<file path="src/rtl/vstream_pkg.sv">
package vstream_pkg;
  typedef enum logic {VOP_ADD = 1'b0, VOP_SUB = 1'b1} vop_e;
endpackage

</file>
<file path="src/rtl/vstream_issue.sv">
module vstream_issue #(
  parameter int LEN_W  = 16,
  parameter int DATA_W = 16,
  parameter int MAXVL  = 64
) (
  input  logic              clk,
  input  logic              rst_n,
  input  logic              cmd_valid,
  output logic              cmd_ready,
  input  logic [LEN_W-1:0]  cmd_len,
  input  logic              cmd_op,
  input  logic              cmd_a_bcast,
  input  logic              cmd_b_bcast,
  input  logic [DATA_W-1:0] cmd_a_scalar,
  input  logic [DATA_W-1:0] cmd_b_scalar,
  input  logic              a_valid,
  output logic              a_ready,
  input  logic [DATA_W-1:0] a_data,
  input  logic              b_valid,
  output logic              b_ready,
  input  logic [DATA_W-1:0] b_data,
  input  logic              adv,
  input  logic              pipe_has_last,
  output logic              iss_valid,
  output logic [DATA_W-1:0] iss_a,
  output logic [DATA_W-1:0] iss_b,
  output vstream_pkg::vop_e iss_op,
  output logic              iss_eoc,
  output logic              iss_eov,
  output logic              zero_accept
);
  localparam int POS_W = (MAXVL > 1) ? $clog2(MAXVL) : 1;
  localparam logic [POS_W-1:0] POS_LAST = POS_W'(MAXVL - 1);

  logic              busy;
  logic [LEN_W-1:0]  rem;
  logic [POS_W-1:0]  pos;
  vstream_pkg::vop_e op_q;
  logic              a_bc_q, b_bc_q;
  logic [DATA_W-1:0] a_sc_q, b_sc_q;
  logic              a_ok, b_ok, final_fire, accept;

  assign a_ok       = a_bc_q || a_valid;
  assign b_ok       = b_bc_q || b_valid;
  assign iss_valid  = busy && adv && a_ok && b_ok;
  assign iss_eov    = (rem == LEN_W'(1));
  assign iss_eoc    = iss_eov || (pos == POS_LAST);
  assign final_fire = iss_valid && iss_eov;
  assign iss_a      = a_bc_q ? a_sc_q : a_data;
  assign iss_b      = b_bc_q ? b_sc_q : b_data;
  assign iss_op     = op_q;
  assign a_ready    = busy && adv && b_ok && !a_bc_q;
  assign b_ready    = busy && adv && a_ok && !b_bc_q;

  // a zero-length command waits until no final element is in flight
  assign cmd_ready   = (!busy || final_fire) &&
                       ((cmd_len != '0) || (!busy && !pipe_has_last));
  assign accept      = cmd_valid && cmd_ready;
  assign zero_accept = accept && (cmd_len == '0);

  always_ff @(posedge clk) begin
    if (!rst_n) begin
      busy   <= 1'b0;
      rem    <= '0;
      pos    <= '0;
      op_q   <= vstream_pkg::VOP_ADD;
      a_bc_q <= 1'b0;
      b_bc_q <= 1'b0;
      a_sc_q <= '0;
      b_sc_q <= '0;
    end else if (accept) begin
      busy   <= (cmd_len != '0);
      rem    <= cmd_len;
      pos    <= '0;
      op_q   <= vstream_pkg::vop_e'(cmd_op);
      a_bc_q <= cmd_a_bcast;
      b_bc_q <= cmd_b_bcast;
      a_sc_q <= cmd_a_scalar;
      b_sc_q <= cmd_b_scalar;
    end else if (iss_valid) begin
      rem  <= rem - LEN_W'(1);
      busy <= !iss_eov;
      pos  <= iss_eoc ? '0 : pos + POS_W'(1);
    end
  end
endmodule

</file>
<file path="src/rtl/vstream_pipe.sv">
module vstream_pipe #(
  parameter int DATA_W = 16,
  parameter int DEPTH  = 4
) (
  input  logic              clk,
  input  logic              rst_n,
  input  logic              in_valid,
  input  logic [DATA_W-1:0] in_a,
  input  logic [DATA_W-1:0] in_b,
  input  vstream_pkg::vop_e in_op,
  input  logic              in_eoc,
  input  logic              in_eov,
  input  logic              out_ready,
  output logic              adv,
  output logic              out_valid,
  output logic [DATA_W-1:0] out_data,
  output logic              out_eoc,
  output logic              out_eov,
  output logic              has_last
);
  function automatic logic [DATA_W-1:0] combine(vstream_pkg::vop_e op,
                                                logic [DATA_W-1:0] a,
                                                logic [DATA_W-1:0] b);
    return (op == vstream_pkg::VOP_SUB) ? (b - a) : (b + a);
  endfunction

  logic              st_v   [DEPTH];
  logic [DATA_W-1:0] st_d   [DEPTH];
  logic              st_eoc [DEPTH];
  logic              st_eov [DEPTH];

  assign adv = !st_v[DEPTH-1] || out_ready;

  for (genvar g = 0; g < DEPTH; g++) begin : g_stage
    if (g == 0) begin : g_first
      always_ff @(posedge clk) begin
        if (!rst_n) begin
          st_v[0] <= 1'b0;
        end else if (adv) begin
          st_v[0] <= in_valid;
        end
        if (adv) begin
          st_d[0]   <= combine(in_op, in_a, in_b);
          st_eoc[0] <= in_eoc;
          st_eov[0] <= in_eov;
        end
      end
    end else begin : g_rest
      always_ff @(posedge clk) begin
        if (!rst_n) begin
          st_v[g] <= 1'b0;
        end else if (adv) begin
          st_v[g] <= st_v[g-1];
        end
        if (adv) begin
          st_d[g]   <= st_d[g-1];
          st_eoc[g] <= st_eoc[g-1];
          st_eov[g] <= st_eov[g-1];
        end
      end
    end
  end

  always_comb begin
    has_last = 1'b0;
    for (int i = 0; i < DEPTH; i++) has_last = has_last | (st_v[i] & st_eov[i]);
  end

  assign out_valid = st_v[DEPTH-1];
  assign out_data  = st_d[DEPTH-1];
  assign out_eoc   = st_eoc[DEPTH-1];
  assign out_eov   = st_eov[DEPTH-1];
endmodule

</file>
<file path="src/rtl/vstream_add.sv">
module vstream_add #(
  parameter int LEN_W  = 16,
  parameter int DATA_W = 16,
  parameter int MAXVL  = 64,
  parameter int DEPTH  = 4
) (
  input  logic              clk,
  input  logic              rst_n,
  input  logic              cmd_valid,
  output logic              cmd_ready,
  input  logic [LEN_W-1:0]  cmd_len,
  input  logic              cmd_op,
  input  logic              cmd_a_bcast,
  input  logic              cmd_b_bcast,
  input  logic [DATA_W-1:0] cmd_a_scalar,
  input  logic [DATA_W-1:0] cmd_b_scalar,
  input  logic              a_valid,
  output logic              a_ready,
  input  logic [DATA_W-1:0] a_data,
  input  logic              b_valid,
  output logic              b_ready,
  input  logic [DATA_W-1:0] b_data,
  output logic              res_valid,
  input  logic              res_ready,
  output logic [DATA_W-1:0] res_data,
  output logic              res_eoc,
  output logic              res_eov,
  output logic              chain_valid,
  output logic [DATA_W-1:0] chain_data,
  output logic              done
);
  logic              adv, pipe_has_last, zero_accept;
  logic              iss_valid, iss_eoc, iss_eov;
  logic [DATA_W-1:0] iss_a, iss_b;
  vstream_pkg::vop_e iss_op;
  logic              out_fire, done_q;

  vstream_issue #(.LEN_W(LEN_W), .DATA_W(DATA_W), .MAXVL(MAXVL)) u_iss (
    .clk(clk), .rst_n(rst_n),
    .cmd_valid(cmd_valid), .cmd_ready(cmd_ready), .cmd_len(cmd_len), .cmd_op(cmd_op),
    .cmd_a_bcast(cmd_a_bcast), .cmd_b_bcast(cmd_b_bcast),
    .cmd_a_scalar(cmd_a_scalar), .cmd_b_scalar(cmd_b_scalar),
    .a_valid(a_valid), .a_ready(a_ready), .a_data(a_data),
    .b_valid(b_valid), .b_ready(b_ready), .b_data(b_data),
    .adv(adv), .pipe_has_last(pipe_has_last),
    .iss_valid(iss_valid), .iss_a(iss_a), .iss_b(iss_b), .iss_op(iss_op),
    .iss_eoc(iss_eoc), .iss_eov(iss_eov), .zero_accept(zero_accept)
  );

  vstream_pipe #(.DATA_W(DATA_W), .DEPTH(DEPTH)) u_pipe (
    .clk(clk), .rst_n(rst_n),
    .in_valid(iss_valid), .in_a(iss_a), .in_b(iss_b), .in_op(iss_op),
    .in_eoc(iss_eoc), .in_eov(iss_eov), .out_ready(res_ready),
    .adv(adv), .out_valid(res_valid), .out_data(res_data),
    .out_eoc(res_eoc), .out_eov(res_eov), .has_last(pipe_has_last)
  );

  assign out_fire    = res_valid && res_ready;
  assign chain_valid = out_fire;
  assign chain_data  = res_data;

  always_ff @(posedge clk) begin
    if (!rst_n) done_q <= 1'b0;
    else        done_q <= (out_fire && res_eov) || zero_accept;
  end
  assign done = done_q;
endmodule

</file>
<file path="config.mk">
export PLATFORM = sky130hd
export DESIGN_NAME = vstream_add
export DESIGN_NICKNAME = d
export VERILOG_FILES = /design/src/rtl/vstream_pkg.sv /design/src/rtl/vstream_issue.sv /design/src/rtl/vstream_pipe.sv /design/src/rtl/vstream_add.sv
export SDC_FILE = /design/constraint.sdc
export NUM_CORES = 1
export LEC_CHECK = 0
export BUFFER_PORTS_ARGS = -buffer_cell sky130_fd_sc_hd__buf_2
export CORE_MARGIN = 4
export CORE_UTILIZATION = 50
export CTS_CLUSTER_DIAMETER = 120
export CTS_CLUSTER_SIZE = 12
export DETAILED_ROUTE_END_ITERATION = 10
export GPL_TIMING_DRIVEN = 0
export PLACE_DENSITY = 0.73
export SETUP_SLACK_MARGIN = 0.2
export SYNTH_ARGS = -nofsm -noshare
export SYNTH_HDL_FRONTEND = slang
export SYNTH_SLANG_ARGS = --single-unit
export TNS_END_PERCENT = 10
</file>
<file path="constraint.sdc">
create_clock -name clk -period 3.6 [get_ports clk]
set_input_delay 0.72 -clock clk [delete_from_list [all_inputs] [get_ports clk]]
set_output_delay 0.72 -clock clk [all_outputs]
set_load 0.005 [all_outputs]
</file>
# --- Word-level counts from Yosys, hierarchy flattened ---
# Memory sizes are Yosys's and may differ from the RTL's.
# Cells that the tools add are included.
totals:
  reg_bits: 59
  latchBits: 0
  ram_bits: 76
  romBits: 0
  inputBits: 89
  word_cells: 78
  mem_count: 4
mem_list:
  columns: ["memory", "depth", "width", "rd", "rd_clocked_by_memory_dff", "write_ports", "line_no", "rtl"]
  rows:
  - ["u_pipe.st_d", 4, 16, 4, 0, 4, "vstream_pipe.sv:28", "logic [DATA_W-1:0] st_d [DEPTH];"]
  - ["u_pipe.st_eoc", 4, 1, 4, 0, 4, "vstream_pipe.sv:29", "logic st_eoc [DEPTH];"]
  - ["u_pipe.st_eov", 4, 1, 4, 0, 4, "vstream_pipe.sv:30", "logic st_eov [DEPTH];"]
  - ["u_pipe.st_v", 4, 1, 4, 0, 4, "vstream_pipe.sv:27", "logic st_v [DEPTH];"]
classes:
  addsub: 4
  multipliers: 0
  n_div: 0
  n_lt_le_gt_ge: 0
  eq_ne: 2
  shift: 0
  muxes: 17
  bitwise_logic: 12
  reduce_logical: 30
op_table:
  columns: ["op", "n"]
  rows:
  - ["2-to-1 mux 16 bit", 5]
  - ["adder 16 bit", 1]
  - ["== test 16 x 1 -> 1 bit (second input constant)", 1]
  - ["zero test 16 bit", 1]
  - ["nonzero test 16 bit", 1]
  - ["subtractor 16 x 1 -> 16 bit (second input constant)", 1]
  - ["subtractor 16 bit", 1]
  - ["logical AND 1 bit", 13]
  - ["2-to-1 mux 1 bit", 11]
  - ["logical OR 1 bit", 7]
  - ["OR 1 bit", 7]
  - ["adder 6 x 1 -> 6 bit (second input constant)", 1]
  - ["== test 6 bit (second input constant)", 1]
  - ["zero test 1 bit", 6]
  - ["2-to-1 mux 6 bit", 1]
  - ["AND 1 bit", 4]
  - ["nonzero test 2 bit", 1]
  - ["OR reduction 2 bit", 1]
  - ["NOT 1 bit", 1]

# --- Logic depth before layout (Yosys ltp) ---
# Gate-level depths: netlist (run 1).
depth:
  ltp_word: 11
  depth_mapped: 18
  ltp_nobuf: 13

# --- Cells and area by module ---
# From an unflattened synthesis (run 1), not the netlist that was laid out.
unflattened:
  cells_unflattened: 624
  area_unflattened_um2: 6633.9
modules_own_cells:
  columns: ["module", "instances", "cells_each", "area_per_inst_um2"]
  rows:
  - ["vstream_pipe", 1, 230, 3343.2]
  - ["vstream_issue", 1, 374, 3130.5]
  - ["vstream_add", 1, 20, 160.2]

# --- Worst setup path before layout (run 1) ---
# No wires, ideal clock.
synth_path:
  kind: "reg-to-reg"
  start: "reg u_iss.a_bc_q"
  end: "mem u_pipe.st_d[0][15], data pin"
  setup_ps: 261
  t_arrival_ps: 3622
  required_ps: 3339
  setup_slack_ps: -283
  stages_incl_launch_ff: 15
  period_less_slack_ps: 3883
  path_cell_list: "dfxtp_1 > buf_2 > buf_1 > clkbuf_1 > buf_2 > mux2i_1 > ha_1 > o21ai_0 > ha_1 > nor2b_1 > o31a_1 > o31a_1 > o21ai_0 > o21ai_0 > xnor2_1"
synth_rtl:
  columns: ["element", "line_no", "rtl"]
  rows:
  - ["start: declaration", "vstream_issue.sv:39", "logic a_bc_q, b_bc_q;"]
  - ["start signal: assignment", "vstream_issue.sv:76", "a_bc_q <= cmd_a_bcast;"]
  - ["end: declaration", "vstream_pipe.sv:28", null]

==> results of run 1 <==
==> area by class of cell <==
cell class | count | area, um2 | share of cell area, %
sequential | 135 | 3450 | 40.8
clock inverter | 14 | 151 | 1.79
timing repair buffer | 143 | 768 | 9.07
tap | 176 | 220 | 2.60
inverter | 11 | 41.3 | 0.488
multi-input combinational | 458 | 3010 | 35.5
clock buffer | 17 | 425 | 5.02
buffer | 52 | 400 | 4.73
==> sequential cells by signal, summed over array words and instances, names as in the netlist <==
| signal | flops |
|---|---|
| u_pipe.st_d | 64 |
| u_iss.a_sc_q | 16 |
| u_iss.b_sc_q | 16 |
| u_iss.rem | 16 |
| u_iss.pos | 6 |
| u_pipe.st_eoc | 4 |
| u_pipe.st_eov | 4 |
| u_pipe.st_v | 4 |
| done | 1 |
| u_iss.a_bc_q | 1 |
| u_iss.b_bc_q | 1 |
| u_iss.busy | 1 |
| u_iss.iss_op | 1 |
==> Yosys cell counts (3+ instances only) <==
cell type   n
o211ai_1    3
xnor2_1    24
a21o_1      4
nand2b_1    7
clkbuf_1   13
buf_1       6
mux2_2     14
dfxtp_1    60
nand4_1     5
buf_2      11
or3_1       4
nand3b_1    6
a22oi_1     3
o21a_1      6
nor2b_1     7
o31a_1      4
ha_1       19
edfxtp_1   75
o21ai_0    35
nor3_1     14
mux2i_1    15
a21oi_1    26
nand3_1    92
nand4b_1    4
nand2_1    68
a211oi_1    4
nor2_1     33
nor4_1      7
buf_4      16
buf_6       7
nor3b_1     3
inv_1      11
xor2_1     11
and3_1      7
o32ai_1     3
o32a_1      3
==> stage by stage <==
stage               hold slack [ns]  cell area, um2  total power, mW  cells
floorplan                     0.400            6730             2.82    657
global placement              0.400            7580             3.14    960
detailed placement            0.405            7600             3.20    961
CTS                           0.415            8350             4.93    999
global route                  0.421            8470             5.19   1006
finish                        0.415            8470             4.94   1006
==> where the power goes <==
part / total [mW] / switching [mW] / internal (mW) / leakage, nW
clock: 1.68 / 0.664 / 1.02 / 0.270
combinational: 1.05 / 0.517 / 0.534 / 1.98
sequential: 2.20 / 0.127 / 2.08 / 1.30
total: 4.94 / 1.31 / 3.63 / 3.55
==> logic make-up (layout without fill, tap and decap cells) <==
family / Yosys count / count (layout) / synth area share [%]
compound gates: 106 / 106 / 10.2
xor+xnor: 35 / 35 / 4.56
fa+ha+maj: 20 / 20 / 3.84
buf+inv: 64 / 237 / 5.46
flops: 135 / 135 / 51.4
mux: 29 / 29 / 4.58
simple gates: 268 / 268 / 20.0
==> critical path, delay by kind of cell, from the launching register on <==
family / cells / cell delay [ns]
flip-flops: 1 / 0.32
AND/OR/NAND/NOR: 1 / 0.10
adder cells (fa/ha/maj): 2 / 0.52
multiplexers: 1 / 0.23
buffers and inverters: 5 / 0.59
XOR/XNOR: 2 / 0.22
AO/OA/AOI/OAI: 7 / 1.15
==> worst paths after layout <==
check / start / to / slack, ns
setup / recovery: u_iss.a_bc_q / u_pipe.st_d[0][14] / 0.23
hold / removal: u_pipe.st_d[2][5] / u_pipe.st_d[3][5] / 0.42
setup reg to reg: u_iss.a_bc_q / u_pipe.st_d[0][14] / 0.23
hold reg to reg: u_pipe.st_d[2][5] / u_pipe.st_d[3][5] / 0.42
==> repair_timing <==
item,4_1_cts,5_1_grt
setup buffers,8,7
gates resized for setup,30,18
pin swaps,6,10
setup endpoints to repair,11,8
gates cloned,0,0
==> layer usage <==
layer	wire, um	up-vias
met5	0	-
met4	398	0
met3	1200	28
met2	7910	242
met1	7190	2635
li1	-	2713
==> flow_metrics.tcl, run 1 <==
set metrics [dict create \
    drtAntennaViolNets 0 \
    grt_start_max_net_pins 41 \
    die_y_um 124 \
    cpMaxStageDelayCell "dfxtp_2" \
    dieArea_um2 15400 \
    ys_seq_elements 135 \
    syn_to_final_growth_pct 26.0 \
    fp.coreArea_um2 13200 \
    fill_cells 1039 \
    yosysSeqAreaShare_pct 51.4 \
    use_met1_pct 29.5 \
    clk_pin_slew_worst_paths_ns 0.06 \
    ys_types 57 \
    r2r_cells 18 \
    max_freq_mhz 296 \
    num_vias 5618 \
    cp_max_fo 6 \
    first_iter_violations 447 \
    clock_path_buffers 2 \
    relSlewSlack_pct 35.3 \
    post-route-period-util_pct 93.7 \
    async_flop_share_pct 0 \
    met2_usage_pct 35.9 \
    synth_edf_count 75 \
    ir_drop_mv 0.274 \
    setup_viol 0 \
    cts_buffers 17 \
    wl_um 16700 \
    clockRootBuffer "clkbuf_16" \
    via_per_inst 5.58 \
    mostFrequentLayoutCell "buf_2" \
    endpoint_kind "register" \
    hp-class "register to register" \
    layout_common_cells "136 x buf_2, 92 x nand3_1, 75 x edfxtp_1" \
    antenna_cells 0 \
    grtUsageMet3_pct 4.77 \
    path_cells "buf_6 > buf_8 > clkbuf_16 > buf_12 > mux2i_4 > ha_2 > o21a_1 > a31o_2 > o31a_1 > a21oi_2 > xor2_1 > ha_1 > buf_6 > a21o_1 > a21oi_2 > o211ai_1 > nand2_1 > xnor2_1" \
    final_nets 927 \
    arrival_ns 3.54 \
    grt_pass1_vias 5342 \
    clk_latency_ns 0.41 \
    post-place-ws_ns -0.758 \
    ctsHoldBuffers 0 \
    start_util_pct 50.9 \
    drive_above_1_share_pct 30.4 \
    rows 42 \
    gr-usage-all-layers_pct 22.5 \
    place.gp.congestion 0.929 \
    dp_hpwl_um 12400 \
    grt_overflow_total 0 \
    cts_tree "done" \
    timing.final.ws_setup_ns 0.225 \
    post-route-util_pct 64.2 \
    synth_nets 766 \
    portBuffers 127 \
    wl_per_cell_um 16.6 \
    syn_avg_cell_area_um2 10.2 \
    power_density_nw_per_um2 583 \
    hold_viol 0 \
    worst_pin_slew_ns 0.962 \
    critPathLaunchType "register" \
    setup_tns_ns 0 \
    cap_violations 0 \
    p_leak_nw 3.55 \
    crit_type "register to register" \
    netlist.area_leader.share_pct 33.5 \
    num_io_pins 129 \
    synth-main-ff-cell "edfxtp_1" \
    drc_errors 0 \
    antenna_found_initial 0 \
    clock-sinks 135 \
    status "completed" \
    period_needed_ns 3.37 \
    slew_viol_final 0 \
    top_usage_layer "met2" \
    dr.pass1.iters 5 \
    yosys_warnings 0 \
    rsz0062_at_grt "true" \
    ys_top_cells_by_area "edfxtp_1 34%, dfxtp_1 18%, nand3_1 6.9%" \
    max_stage_delay_ns 0.32 \
    holdPathStages 0 \
    h-tree-depth 4 \
    fp.dieW_um 124 \
    required_ns 3.77 \
    grt_pass1_wl_um 26300 \
    syn_area_um2 6720 \
    yosys.area.top_type "edfxtp_1" \
    fin_skew_ns 0.00807 \
    syn-instance-count 657 \
]
(Power assumes the default switching activity.)
==> inputs of run 2 (changes only) <==
--- a/config.mk
+++ b/config.mk
@@ -6,7 +6,6 @@
 export NUM_CORES = 1
 export LEC_CHECK = 0
 export BUFFER_PORTS_ARGS = -buffer_cell sky130_fd_sc_hd__buf_2
-export CORE_MARGIN = 4
 export CORE_UTILIZATION = 50
 export CTS_CLUSTER_DIAMETER = 120
 export CTS_CLUSTER_SIZE = 12
==> flow_metrics.tcl, run 2 (same netlist as run 1, synthesis figures left out) <==
set metrics [dict create \
    r2r_cells 17 \
    wl_per_cell_um 16.9 \
    layout_common_cells "136 x buf_2, 91 x nand3_1, 75 x edfxtp_1" \
    cts_buffers 17 \
    arrival_ns 3.62 \
    clk_pin_slew_worst_paths_ns 0.06 \
    largest-register "u_pipe.st_d" \
    clock-sinks 135 \
    fp.coreArea_um2 12900 \
    drc_errors 0 \
    largest_reg_flops 64 \
    die_y_um 118 \
    clock_path_buffers 2 \
    dr.pass1.iters 5 \
    post-route-period-util_pct 96.5 \
    period_needed_ns 3.47 \
    via_per_inst 5.67 \
    num_io_pins 129 \
    crit_type "register to register" \
    post-place-ws_ns -0.596 \
    max_freq_mhz 288 \
    cp_max_fo 4 \
    endpoint_kind "register" \
    grt_pass1_wl_um 26700 \
    post-route-util_pct 66.3 \
    required_ns 3.75 \
    status "completed" \
    h-tree-depth 4 \
    ir_drop_mv 0.306 \
    grt_start_max_net_pins 50 \
    clk_latency_ns 0.42 \
    antenna_cells 0 \
    drive_above_1_share_pct 30.5 \
    power_density_nw_per_um2 600 \
    cts_tree "done" \
    p_total_mw 5.12 \
    fp.dieW_um 118 \
    gr-usage-all-layers_pct 24.9 \
    cap_violations 0 \
    final_nets 930 \
    grt_overflow_total 0 \
    rows 41 \
    first_iter_violations 420 \
    ctsHoldBuffers 0 \
    mostFrequentLayoutCell "buf_2" \
    p_leak_nw 3.59 \
    num_vias 5706 \
    critPathLaunchType "register" \
    clockRootBuffer "clkbuf_16" \
    fill_cells 962 \
    rsz0062_at_grt "true" \
    timing.final.ws_setup_ns 0.126 \
    start_util_pct 52.2 \
    wl_um 17000 \
    slew_viol_final 0 \
    hold_viol 0 \
    fin_skew_ns 0.0129 \
    setup_viol 0 \
    relSlewSlack_pct 46.5 \
    portBuffers 127 \
    antenna_found_initial 0 \
    holdPathStages 0 \
    worst_pin_slew_ns 0.795 \
    hold_ws_ns 0.414 \
    place.gp.congestion 0.896 \
    dp_hpwl_um 12100 \
    hp-class "register to register" \
    syn_to_final_growth_pct 27.1 \
    dieArea_um2 13900 \
    grt_pass1_vias 5308 \
    drtAntennaViolNets 0 \
]
-- run 2: cell types whose count changed in the layout (fill, tap and decap cells not counted), moves of 2 or more --
cell / previous run / this run
o21ai_1: 2 / 5
o21ai_2: 5 / 2
buf_4: 31 / 33
bufinv_16: 2 / 4
-- run 2: metal layers --
layer  GRT usage [%]  vias up  share of wire [%]
met1            30.6     2684                 42
met5               0        -                  0
li1                -     2723                  -
met3            4.51       41                6.5
met4            11.9        0                3.5
met2            41.9      258                 48
-- run 2: path summary, 6_finish.rpt --
check | startpoint | to | slack, ns
hold / removal | u_pipe.st_d[2][5] | u_pipe.st_d[3][5] | 0.41
setup / recovery | u_iss.a_bc_q | u_pipe.st_d[0][13] | 0.13
setup reg to reg | u_iss.a_bc_q | u_pipe.st_d[0][13] | 0.13
hold reg to reg | u_pipe.st_d[2][5] | u_pipe.st_d[3][5] | 0.41
-- run 2: timing repair --
item,CTS,global route
setup buffers,14,3
pin swaps,11,13
gates resized for setup,39,9
setup endpoints to repair,11,7
-- run 2: layout make-up --
cell class                 count  area [um2]  share of cell area [%]
inverter                      11        41.3                   0.483
clock inverter                14         198                    2.31
buffer                        53         405                    4.75
sequential                   135        3450                    40.4
timing repair buffer         145         783                    9.17
multi-input combinational    458        3010                    35.3
tap                          172         215                    2.52
clock buffer                  18         429                    5.02
-- run 2: worst max-delay path, stage by stage (launching register included) --
cell and delay, ns:
dfxtp_2 0.32, buf_6 0.12, buf_8 0.11, clkbuf_16 0.15, buf_12 0.12, mux2i_4 0.19, ha_2 0.20, o21a_1 0.13
a31o_2 0.26, buf_4 0.14, xnor2_1 0.25, ha_1 0.32, a21oi_1 0.16, o21a_1 0.19, nand2_1 0.07, o21ai_2 0.20
nand3b_1 0.16, nand3_2 0.11
-- run 2: power by group --
part / switching, mW / total, mW / leakage (nW) / internal (mW)
sequential: 0.134 / 2.21 / 1.30 / 2.08
combinational: 0.524 / 1.07 / 2.01 / 0.544
clock: 0.680 / 1.84 / 0.291 / 1.16
total: 1.34 / 5.12 / 3.59 / 3.78
-- run 2: through the flow --
step,area [um2],instances,setup TNS (ns)
after global routing,8540,1006,0
after floorplan,6730,657,0
after CTS,8480,1003,0
final,8540,1006,0
after detailed placement,7600,957,-3.75
after global placement,7580,956,-4.45
